### config.mk
export PLATFORM = sky130hd
export DESIGN_NAME = rx_link_rst_seq
export DESIGN_NICKNAME = d
export VERILOG_FILES = /design/src/rtl/rls_pkg.sv /design/src/rtl/rls_sync.sv /design/src/rtl/rls_timer.sv /design/src/rtl/rls_fsm.sv /design/src/rtl/rx_link_rst_seq.sv
export SDC_FILE = /design/constraint.sdc
export NUM_CORES = 1
export LEC_CHECK = 0
export ABC_CLOCK_PERIOD_IN_PS = 5340
export BUFFER_PORTS_ARGS = -buffer_cell sky130_fd_sc_hd__buf_2
export CAP_MARGIN = 30
export CORE_MARGIN = 1
export CORE_UTILIZATION = 25
export DETAILED_ROUTE_END_ITERATION = 10
export GPL_TIMING_DRIVEN = 0
export HOLD_SLACK_MARGIN = 0.02
export PLACE_DENSITY_LB_ADDON = 0.15
export RECOVER_POWER = 25
export SYNTH_ARGS = -nofsm -noshare
export SYNTH_HDL_FRONTEND = slang
export SYNTH_SLANG_ARGS = --single-unit
### constraint.sdc
create_clock -name clk -period 5.34 [get_ports clk]
set_input_delay 0.267 -clock clk [delete_from_list [all_inputs] [get_ports clk]]
set_output_delay 0.267 -clock clk [all_outputs]
set_load 0.02 [all_outputs]
### src/rtl/rls_pkg.sv
package rls_pkg;
   typedef enum logic [3:0] {
      ST_PLL    = 4'd0,
      ST_CFG    = 4'd1,
      ST_ACK    = 4'd2,
      ST_OOR    = 4'd3,
      ST_SREF   = 4'd4,
      ST_VALID  = 4'd5,
      ST_UP     = 4'd6,
      ST_DRAIN  = 4'd7,
      ST_ERR    = 4'd8
   } seq_st_e;

   typedef struct packed {
      logic link_rst_n;
      logic cfg_rst_n;
      logic reconf_rst;
      logic done;
      logic error;
   } seq_out_t;
endpackage

### src/rtl/rls_sync.sv
module rls_sync #(
   parameter int WIDTH  = 1,
   parameter int STAGES = 2
) (
   input  logic             clk,
   input  logic             rst_n,
   input  logic [WIDTH-1:0] d,
   input  logic [WIDTH-1:0] init,
   output logic [WIDTH-1:0] q
);
   if (STAGES < 2) begin : g_bad_stages
      $error("rls_sync: STAGES must be at least 2");
   end

   logic [WIDTH-1:0] stg [STAGES];

   for (genvar i = 0; i < STAGES; i++) begin : g_stage
      if (i == 0) begin : g_first
         always_ff @(posedge clk or negedge rst_n) begin
            if (!rst_n) stg[i] <= init;
            else        stg[i] <= d;
         end
      end else begin : g_next
         always_ff @(posedge clk or negedge rst_n) begin
            if (!rst_n) stg[i] <= init;
            else        stg[i] <= stg[i-1];
         end
      end
   end

   assign q = stg[STAGES-1];
endmodule

### src/rtl/rls_timer.sv
module rls_timer #(
   parameter int TMO_CYC     = 1024,
   parameter int SYSREF_WAIT = 256
) (
   input  logic clk,
   input  logic rst_n,
   input  logic clr,
   output logic tmo_hit,
   output logic sref_hit
);
   localparam int MAXV = (TMO_CYC > SYSREF_WAIT) ? TMO_CYC : SYSREF_WAIT;
   localparam int CW   = $clog2(MAXV + 1);

   logic [CW-1:0] cnt_q;

   always_ff @(posedge clk or negedge rst_n) begin
      if (!rst_n)                   cnt_q <= '0;
      else if (clr)                 cnt_q <= '0;
      else if (cnt_q != CW'(MAXV))  cnt_q <= cnt_q + 1'b1;
   end

   assign tmo_hit  = (cnt_q == CW'(TMO_CYC - 1));
   assign sref_hit = (cnt_q == CW'(SYSREF_WAIT - 1));
endmodule

### src/rtl/rls_fsm.sv
module rls_fsm
   import rls_pkg::*;
(
   input  logic     clk,
   input  logic     rst_n,
   input  logic     start,
   input  logic     subclass1_en,
   input  logic     pll_s,
   input  logic     cfg_done,
   input  logic     ack_n_s,
   input  logic     oor_s,
   input  logic     sysref_seen,
   input  logic     link_valid,
   input  logic     tmo_hit,
   input  logic     sref_hit,
   output logic     tmr_clr,
   output seq_out_t outs,
   output logic     sysref_req
);
   seq_st_e  st_q, st_d;
   logic     pend_q;
   logic     sref_fire;
   seq_out_t dec;

   always_comb begin
      st_d      = st_q;
      sref_fire = 1'b0;
      unique case (st_q)
         ST_PLL:   if (pll_s) st_d = ST_CFG;
                   else if (tmo_hit) st_d = ST_ERR;
         ST_CFG:   if (cfg_done) st_d = ST_ACK;
                   else if (tmo_hit) st_d = ST_ERR;
         ST_ACK:   if (!ack_n_s) st_d = ST_OOR;
                   else if (tmo_hit) st_d = ST_ERR;
         ST_OOR:   if (oor_s) st_d = subclass1_en ? ST_SREF : ST_VALID;
                   else if (tmo_hit) st_d = ST_ERR;
         ST_SREF:  if (sysref_seen) st_d = ST_VALID;
                   else if (sref_hit) begin
                      st_d      = ST_VALID;
                      sref_fire = 1'b1;
                   end
         ST_VALID: if (link_valid) st_d = ST_UP;
                   else if (tmo_hit) st_d = ST_ERR;
         ST_UP:    if ((start || pend_q) && ack_n_s) st_d = ST_DRAIN;
         ST_DRAIN: if (!ack_n_s && !oor_s) st_d = ST_ACK;
                   else if (tmo_hit) st_d = ST_ERR;
         ST_ERR:   if (start) st_d = ST_PLL;
         default:  st_d = ST_ERR;
      endcase
   end

   assign tmr_clr = (st_d != st_q);

   always_comb begin
      dec.link_rst_n = (st_d == ST_OOR) || (st_d == ST_SREF) ||
                       (st_d == ST_VALID) || (st_d == ST_UP);
      dec.cfg_rst_n  = !((st_d == ST_PLL) || (st_d == ST_ERR));
      dec.reconf_rst = (st_d == ST_PLL) || (st_d == ST_ERR);
      dec.done       = (st_d == ST_UP);
      dec.error      = (st_d == ST_ERR);
   end

   always_ff @(posedge clk or negedge rst_n) begin
      if (!rst_n) begin
         st_q       <= ST_PLL;
         pend_q     <= 1'b0;
         sysref_req <= 1'b0;
         outs       <= '{link_rst_n: 1'b0, cfg_rst_n: 1'b0, reconf_rst: 1'b1,
                         done: 1'b0, error: 1'b0};
      end else begin
         st_q       <= st_d;
         sysref_req <= sref_fire;
         outs       <= dec;
         if (st_q == ST_UP && st_d == ST_UP) pend_q <= pend_q | start;
         else                                pend_q <= 1'b0;
      end
   end
endmodule

### src/rtl/rx_link_rst_seq.sv
module rx_link_rst_seq
   import rls_pkg::*;
#(
   parameter int TMO_CYC     = 1024,
   parameter int SYSREF_WAIT = 256,
   parameter int SYNC_STAGES = 2
) (
   input  logic clk,
   input  logic rst_n,
   input  logic start,
   input  logic subclass1_en,
   input  logic pll_lock,
   input  logic cfg_done,
   input  logic rst_ack_n,
   input  logic out_of_rst,
   input  logic sysref_seen,
   input  logic link_valid,
   output logic link_rst_n,
   output logic cfg_rst_n,
   output logic reconf_rst,
   output logic sysref_req,
   output logic done,
   output logic error
);
   if (TMO_CYC < 4) begin : g_bad_tmo
      $error("rx_link_rst_seq: TMO_CYC must be at least 4");
   end
   if (SYSREF_WAIT < 2 || SYSREF_WAIT >= TMO_CYC) begin : g_bad_sref
      $error("rx_link_rst_seq: SYSREF_WAIT must lie in [2, TMO_CYC)");
   end

   localparam int NSYNC = 3;

   logic [NSYNC-1:0] raw, synced;
   logic             tmr_clr, tmo_hit, sref_hit;
   seq_out_t         outs;

   assign raw = {out_of_rst, rst_ack_n, pll_lock};

   rls_sync #(.WIDTH(NSYNC), .STAGES(SYNC_STAGES)) u_sync (
      .clk  (clk),
      .rst_n(rst_n),
      .d    (raw),
      .init (3'b010),
      .q    (synced)
   );

   rls_timer #(.TMO_CYC(TMO_CYC), .SYSREF_WAIT(SYSREF_WAIT)) u_tmr (
      .clk     (clk),
      .rst_n   (rst_n),
      .clr     (tmr_clr),
      .tmo_hit (tmo_hit),
      .sref_hit(sref_hit)
   );

   rls_fsm u_fsm (
      .clk         (clk),
      .rst_n       (rst_n),
      .start       (start),
      .subclass1_en(subclass1_en),
      .pll_s       (synced[0]),
      .cfg_done    (cfg_done),
      .ack_n_s     (synced[1]),
      .oor_s       (synced[2]),
      .sysref_seen (sysref_seen),
      .link_valid  (link_valid),
      .tmo_hit     (tmo_hit),
      .sref_hit    (sref_hit),
      .tmr_clr     (tmr_clr),
      .outs        (outs),
      .sysref_req  (sysref_req)
   );

   assign link_rst_n = outs.link_rst_n;
   assign cfg_rst_n  = outs.cfg_rst_n;
   assign reconf_rst = outs.reconf_rst;
   assign done       = outs.done;
   assign error      = outs.error;
endmodule

# Word-level counts from Yosys, hierarchy flattened
# Index checks and enable logic that the tools add are counted.
[totals]
regBits = 28
input_bits = 10
out_inout_bits = 6
[classes]
n_addsub = 1
eq_ne = 17
n_mux = 19
bitwise = 1
reduce_logical = 14
[ops]
columns = ["cell", "count"]
rows = [
  ["$mux W4", 11],
  ["$pmux W4 S9", 1],
  ["$eq A4 B3 Y1 const B", 7],
  ["$mux W11", 2],
  ["$eq A4 B2 Y1 const B", 3],
  ["$add A11 B1 Y11 const B", 1],
  ["$eq A11 B10 Y1 const B", 1],
  ["$eq A11 B8 Y1 const B", 1],
  ["$ne A11 B11 Y1 const B", 1],
  ["$eq A4 B4 Y1 const B", 2],
  ["$logic_not A4 Y1", 2],
  ["$logic_or A1 B1 Y1", 5],
  ["$mux W1", 5],
  ["$eq A4 B1 Y1 const B", 1],
  ["$ne A4 B4 Y1", 1],
  ["$logic_and A1 B1 Y1", 3],
  ["$logic_not A1 Y1", 3],
  ["$reduce_bool A2 Y1", 1],
  ["$or A1 B1 Y1", 1],
]

# Longest topological paths before layout
[logic_depth]
depth_word = 8
ltp_mapped = 8

# Worst setup path after synthesis
# Ideal clock, no wire load.
[synth_timing]
path_kind = "reg2reg"
start = "reg u_tmr.cnt_q[0]"
end = "reg u_tmr.cnt_q[0]"
setup_time_ns = 0.125
arrival_ns = 1.814
slack_ns = 3.401
stages_incl_launch_ff = 8
n_path_buf = 1
synth_period_minus_slack_ns = 1.939
cell_sequence = "dfrtp_1 -> ha_1 -> nand3_1 -> or4_4 -> o21a_1 -> o32ai_1 -> buf_4 -> nor3_1"
[synth_between]
elab_chain_cells = 6
[synth_rtl]
columns = ["element", "line_no", "text"]
rows = [
  ["start, declared", "rls_timer.sv:14", "logic [CW-1:0] cnt_q;"],
  ["start signal, assigned", "rls_timer.sv:19", "else if (cnt_q != CW'(MAXV)) cnt_q <= cnt_q + 1'b1;"],
  ["$eq A11 B10 Y1 or $eq A11 B8 Y1 (tied branches)", "rls_timer.sv:22, rls_timer.sv:23", ""],
  ["$mux W4 (on tied branches)", "--", ""],
  ["$mux W4, or another cell as far along", "rls_fsm.sv:45", "ST_DRAIN: if (!ack_n_s && !oor_s) st_d = ST_ACK;"],
  ["$pmux W4 S9", "rls_fsm.sv:28", "unique case (st_q)"],
  ["$ne A4 B4 Y1", "rls_fsm.sv:52", "assign tmr_clr = (st_d != st_q);"],
  ["$mux W11 or $reduce_bool A2 Y1 (tied branches)", "--", ""],
]
# Parallel ways exist; a longest one is shown, timed or not. The select of a mux whose other input is x is not followed.
# A chain may end at the register's enable or synchronous reset.

# Worst setup path in the final report
[layout_timing]
start = "reg u_tmr.cnt_q[0]"
end = "reg u_tmr.cnt_q[2]"
# The elaborated chain is that of the path after synthesis.

==> results by stage <==
CTS:
- After clock tree synthesis, the clock-pin slew on the worst setup and hold paths is 0.09 ns.
- The later-pin clock latency in the skew report is 0.28 ns.
- The tree built by TritonCTS fans out to 28 sinks.
- The cell chosen for the clock root is sky130_fd_sc_hd__clkbuf_8.
- The number of buffers inserted by post-CTS setup repair is 0.
- Counting along the longest clock path gives a buffer depth of 2.
- The number of buffers added by the clock tree synthesis step is 3.
- CTS built an H-tree with a depth of 1.
- Once the clock tree was built, the resizer swapped 0 gates to a different size.
- TritonCTS built the clock tree.
- The number of hold-repair buffers added at the cts stage is 0.

Run status:
- The run finished, with violations left.
- The final reports fail on max-capacitance violations.

Route:
- In the routed design, unresolved DRC markers number 0.
- The first-iteration detailed-routing DRC count is 39.
- The wire length reported by the detailed router is 3312 um.
- Detailed routing inserted a total of 1160 vias.
- Dividing the detail-routed wire length by the instance count gives 13.74 um.
- The via-per-instance ratio is 4.813.
- The count of antenna-violating nets left after detailed routing is 0.
- The number of search-and-repair iterations in the first detailed-routing pass is 4.

Power and ir drop:
- VDD sags by at most 0.1461 mV.
- The switching power is 0.3298 mW.
- The analysis attributes to cell leakage a power of 0.7278 nW.
- The share of total power in sequential cells is 35.3%.
- The net switching fraction of the power is 41.66%.
- The clock network burns 16.5% of the power.
- The total power consumption of the routed design is 0.7917 mW.
- The internal power of the cells totals 0.4619 mW.
- The share of total power in combinational logic is 48.2%.
- The total power per unit cell area is 466.7 nW/um2.

Synth:
- The post-synthesis cell area is 1478 um2.
- The Yosys step of the flow raised 0 warnings.
- Synthesis inferred 28 register bits.
- The number of nets in the synthesized netlist is 162.
- The share of the yosys chip area belonging to registers is 47.67%.
- The count of distinct cell types in the synthesized netlist is 48.
- The synthesized instance count is 150.
- Dividing the synthesized area by the synthesized cell count gives 9.851 um2.

Global routing:
- The global-route wire length before repair is 5830 um.
- The overall fraction of global-route tracks in use is 12.16%.
- Global routing finished with a remaining overflow of 0.
- The maximum number of pins on one net before global-route repair is 29.
- The via count of the first global-routing pass came to 1258.
- The initial antenna violation count came to 0.

Layout:
- The final design area excluding fillers is 1697 um2.
- Of the cells placed in the final design, the portion with a size suffix greater than 1 is 20.12%.
- The antenna cell count is 0.
- The area growth from synthesis to layout is 14.82%.
- The final net count is 182.
- Once layout is complete, the cells apart from fillers number 241.
- The fraction of the core area covered by cells at the end of the flow is 30.25%.
- In the layout the commonest cells are 25 x sky130_fd_sc_hd__dfrtp_1, 17 x sky130_fd_sc_hd__buf_2, 15 x sky130_fd_sc_hd__nor3_1, 12 x sky130_fd_sc_hd__nor2_1, 11 x sky130_fd_sc_hd__nand2_1.
- Leaving out fill and tap cells, the most frequent cell in the layout is sky130_fd_sc_hd__dfrtp_1.
- Counting the fill cells in the layout gives 606.

Placed design:
- The number of input and output port buffers inserted is 15.
- The worst-case setup slack after placement is 2.964 ns.
- The total placed cells including tap cells is 237.
- The post-place instance area is 1643 um2.
- The last weighted congestion value of the routability-driven placer is 0.8320.
- The HPWL after detailed placement is 2487 um.

Floorplan:
- The floorplan has 27 rows.
- The initial standard-cell utilization of the core is 26.35%.
- The total core area is 5608 um2.
- The die width is 78.88 um.
- The die area is 6222 um2.
- During I/O placement, the number of pins put on the boundary was 16.
- The die is 78.88 um tall.

Job:
- The reported max-cap violation count is 1.

STA:
- The final hold violation count is 0.
- The part of the cycle the worst path needs is 43.49%.
- The worst-margin pin slew is 1.499 ns.
- In this run the tightest slew margin relative to its limit is 0.05680%.
- The smallest clock period supported by the final layout is computed as 2.322 ns.
- The max-slew violation count is 0.
- Setup violations remaining at the end of the flow were counted as 0.
- The maximum operating frequency is 430.6 MHz.
- The total negative setup slack is 0 ns.
- Final hold analysis gives a worst-case slack of 0.08095 ns.
- Clock skew on the completed layout was measured at 0.005215 ns.
- In the post-route analysis, the smallest setup slack over all paths is 3.018 ns.
- Setup repair after global routing left no endpoint under its margin.

Critical path:
- The worst setup slack for register-to-register paths is 3.02 ns.
- The sort of element at the end of the critical path is a flip-flop.
- At the worst endpoint, the arrival time is 2.49 ns.
- The classification of the worst setup path is reg -> reg.
- Data on the critical path is required at its endpoint by 5.51 ns.
- In this run the worst path has a maximum fanout of 10.
- The kind of start point of the critical path is a flip-flop.

Hold path:
- The tightest min-delay check is of the in -> reg type.
==> power groups by stage <==
stage	registers, mW	logic (mW)	clock network [mW]
floorplan	0.291	0.279	0
global placement	0.282	0.385	0
detailed placement	0.284	0.387	0
CTS	0.279	0.388	0.139
global route	0.286	0.429	0.147
finish	0.279	0.381	0.131
==> critical path, cell delays in order (launching register included) <==
cell	delay, ns
sky130_fd_sc_hd__dfrtp_1	0.42
sky130_fd_sc_hd__ha_1	0.21
sky130_fd_sc_hd__nand3_1	0.13
sky130_fd_sc_hd__nor2_1	0.18
sky130_fd_sc_hd__nor4bb_1	0.56
sky130_fd_sc_hd__nor3_1	0.10
sky130_fd_sc_hd__o221ai_1	0.26
sky130_fd_sc_hd__buf_2	0.27
sky130_fd_sc_hd__nor3_1	0.09
==> final timing paths <==
path,startpoint,end,cells after the start
max,u_tmr.cnt_q[0],u_tmr.cnt_q[2],8
min,rst_ack_n,u_sync.stg[4],1
max reg2reg,u_tmr.cnt_q[0],u_tmr.cnt_q[2],8
min reg2reg,u_sync.stg[4],u_sync.q[1],0
max in group asynchronous,rst_n,u_fsm.st_q[0],1
min in group asynchronous,rst_n,u_tmr.cnt_q[2],1
==> cell usage after synthesis, drive strengths merged <==
library cell,n,area (um2)
a2111oi,1,8.760
a211oi,1,12.51
a21o,1,7.510
a21oi,2,10.01
a221o,1,10.01
a22oi,1,7.510
a2bb2oi,1,8.760
a31oi,1,6.260
a41oi,3,26.28
and3,4,27.52
and3b,2,17.52
buf,4,22.52
clkbuf,2,7.510
dfrtp,25,625.6
dfstp,3,78.83
ha,2,25.02
inv,8,30.03
nand2,11,41.29
nand2b,4,25.02
nand3,4,20.02
nand3b,1,7.510
nand4,5,37.53
nand4b,1,8.760
nor2,12,45.04
nor2b,3,18.77
nor3,16,85.08
nor3b,4,30.03
nor4,1,6.260
nor4bb,1,10.01
o211a,1,10.01
o211ai,1,7.510
o21a,1,7.510
o21ai,3,15.01
o221ai,1,8.760
o311ai,1,8.760
o32ai,1,8.760
o41ai,1,16.27
or2,1,6.260
or3,1,6.260
or4,2,18.77
xnor2,6,52.55
xor2,5,43.79
==> state kept, by name, summed over array words and instances (netlist names) <==
signal / cells
u_sync.stg: 3
u_fsm.sysref_req: 1
u_fsm.st_q: 4
u_fsm.outs: 5
u_tmr.cnt_q: 11
u_sync.q: 3
u_fsm.pend_q: 1
==> final cells by class <==
| class | instances | area [um2] | area share [%] |
|---|---|---|---|
| inverters | 8 | 30.03 | 1.770 |
| clock buffers | 4 | 55.05 | 3.245 |
| multi-input cells | 108 | 713.2 | 42.04 |
| well taps | 72 | 90.09 | 5.310 |
| repair buffers | 15 | 73.82 | 4.351 |
| plain buffers | 6 | 30.03 | 1.770 |
| flip-flops and latches | 28 | 704.4 | 41.52 |
==> cells by family (layout without fill, tap and decap cells) <==
group	count (synthesis)	in the layout	share of synthesized area, %
compound gates	22	22	12.19
xor+xnor	11	11	6.520
fa+ha+maj	2	2	1.693
buf+inv	14	33	4.065
flops	28	28	47.67
simple gates	73	73	27.86
==> layer usage <==
| layer | GRT usage [%] | wire length (um) | vias to the layer above |
|---|---|---|---|
| li1 | - | - | 579 |
| met1 | 14.59 | 1438 | 560 |
| met2 | 20.61 | 1698 | 15 |
| met3 | 2.184 | 97 | 6 |
| met4 | 6.545 | 77 | 0 |
| met5 | 0 | 0 | - |
Note: power is estimated with default switching activity, not from simulation.
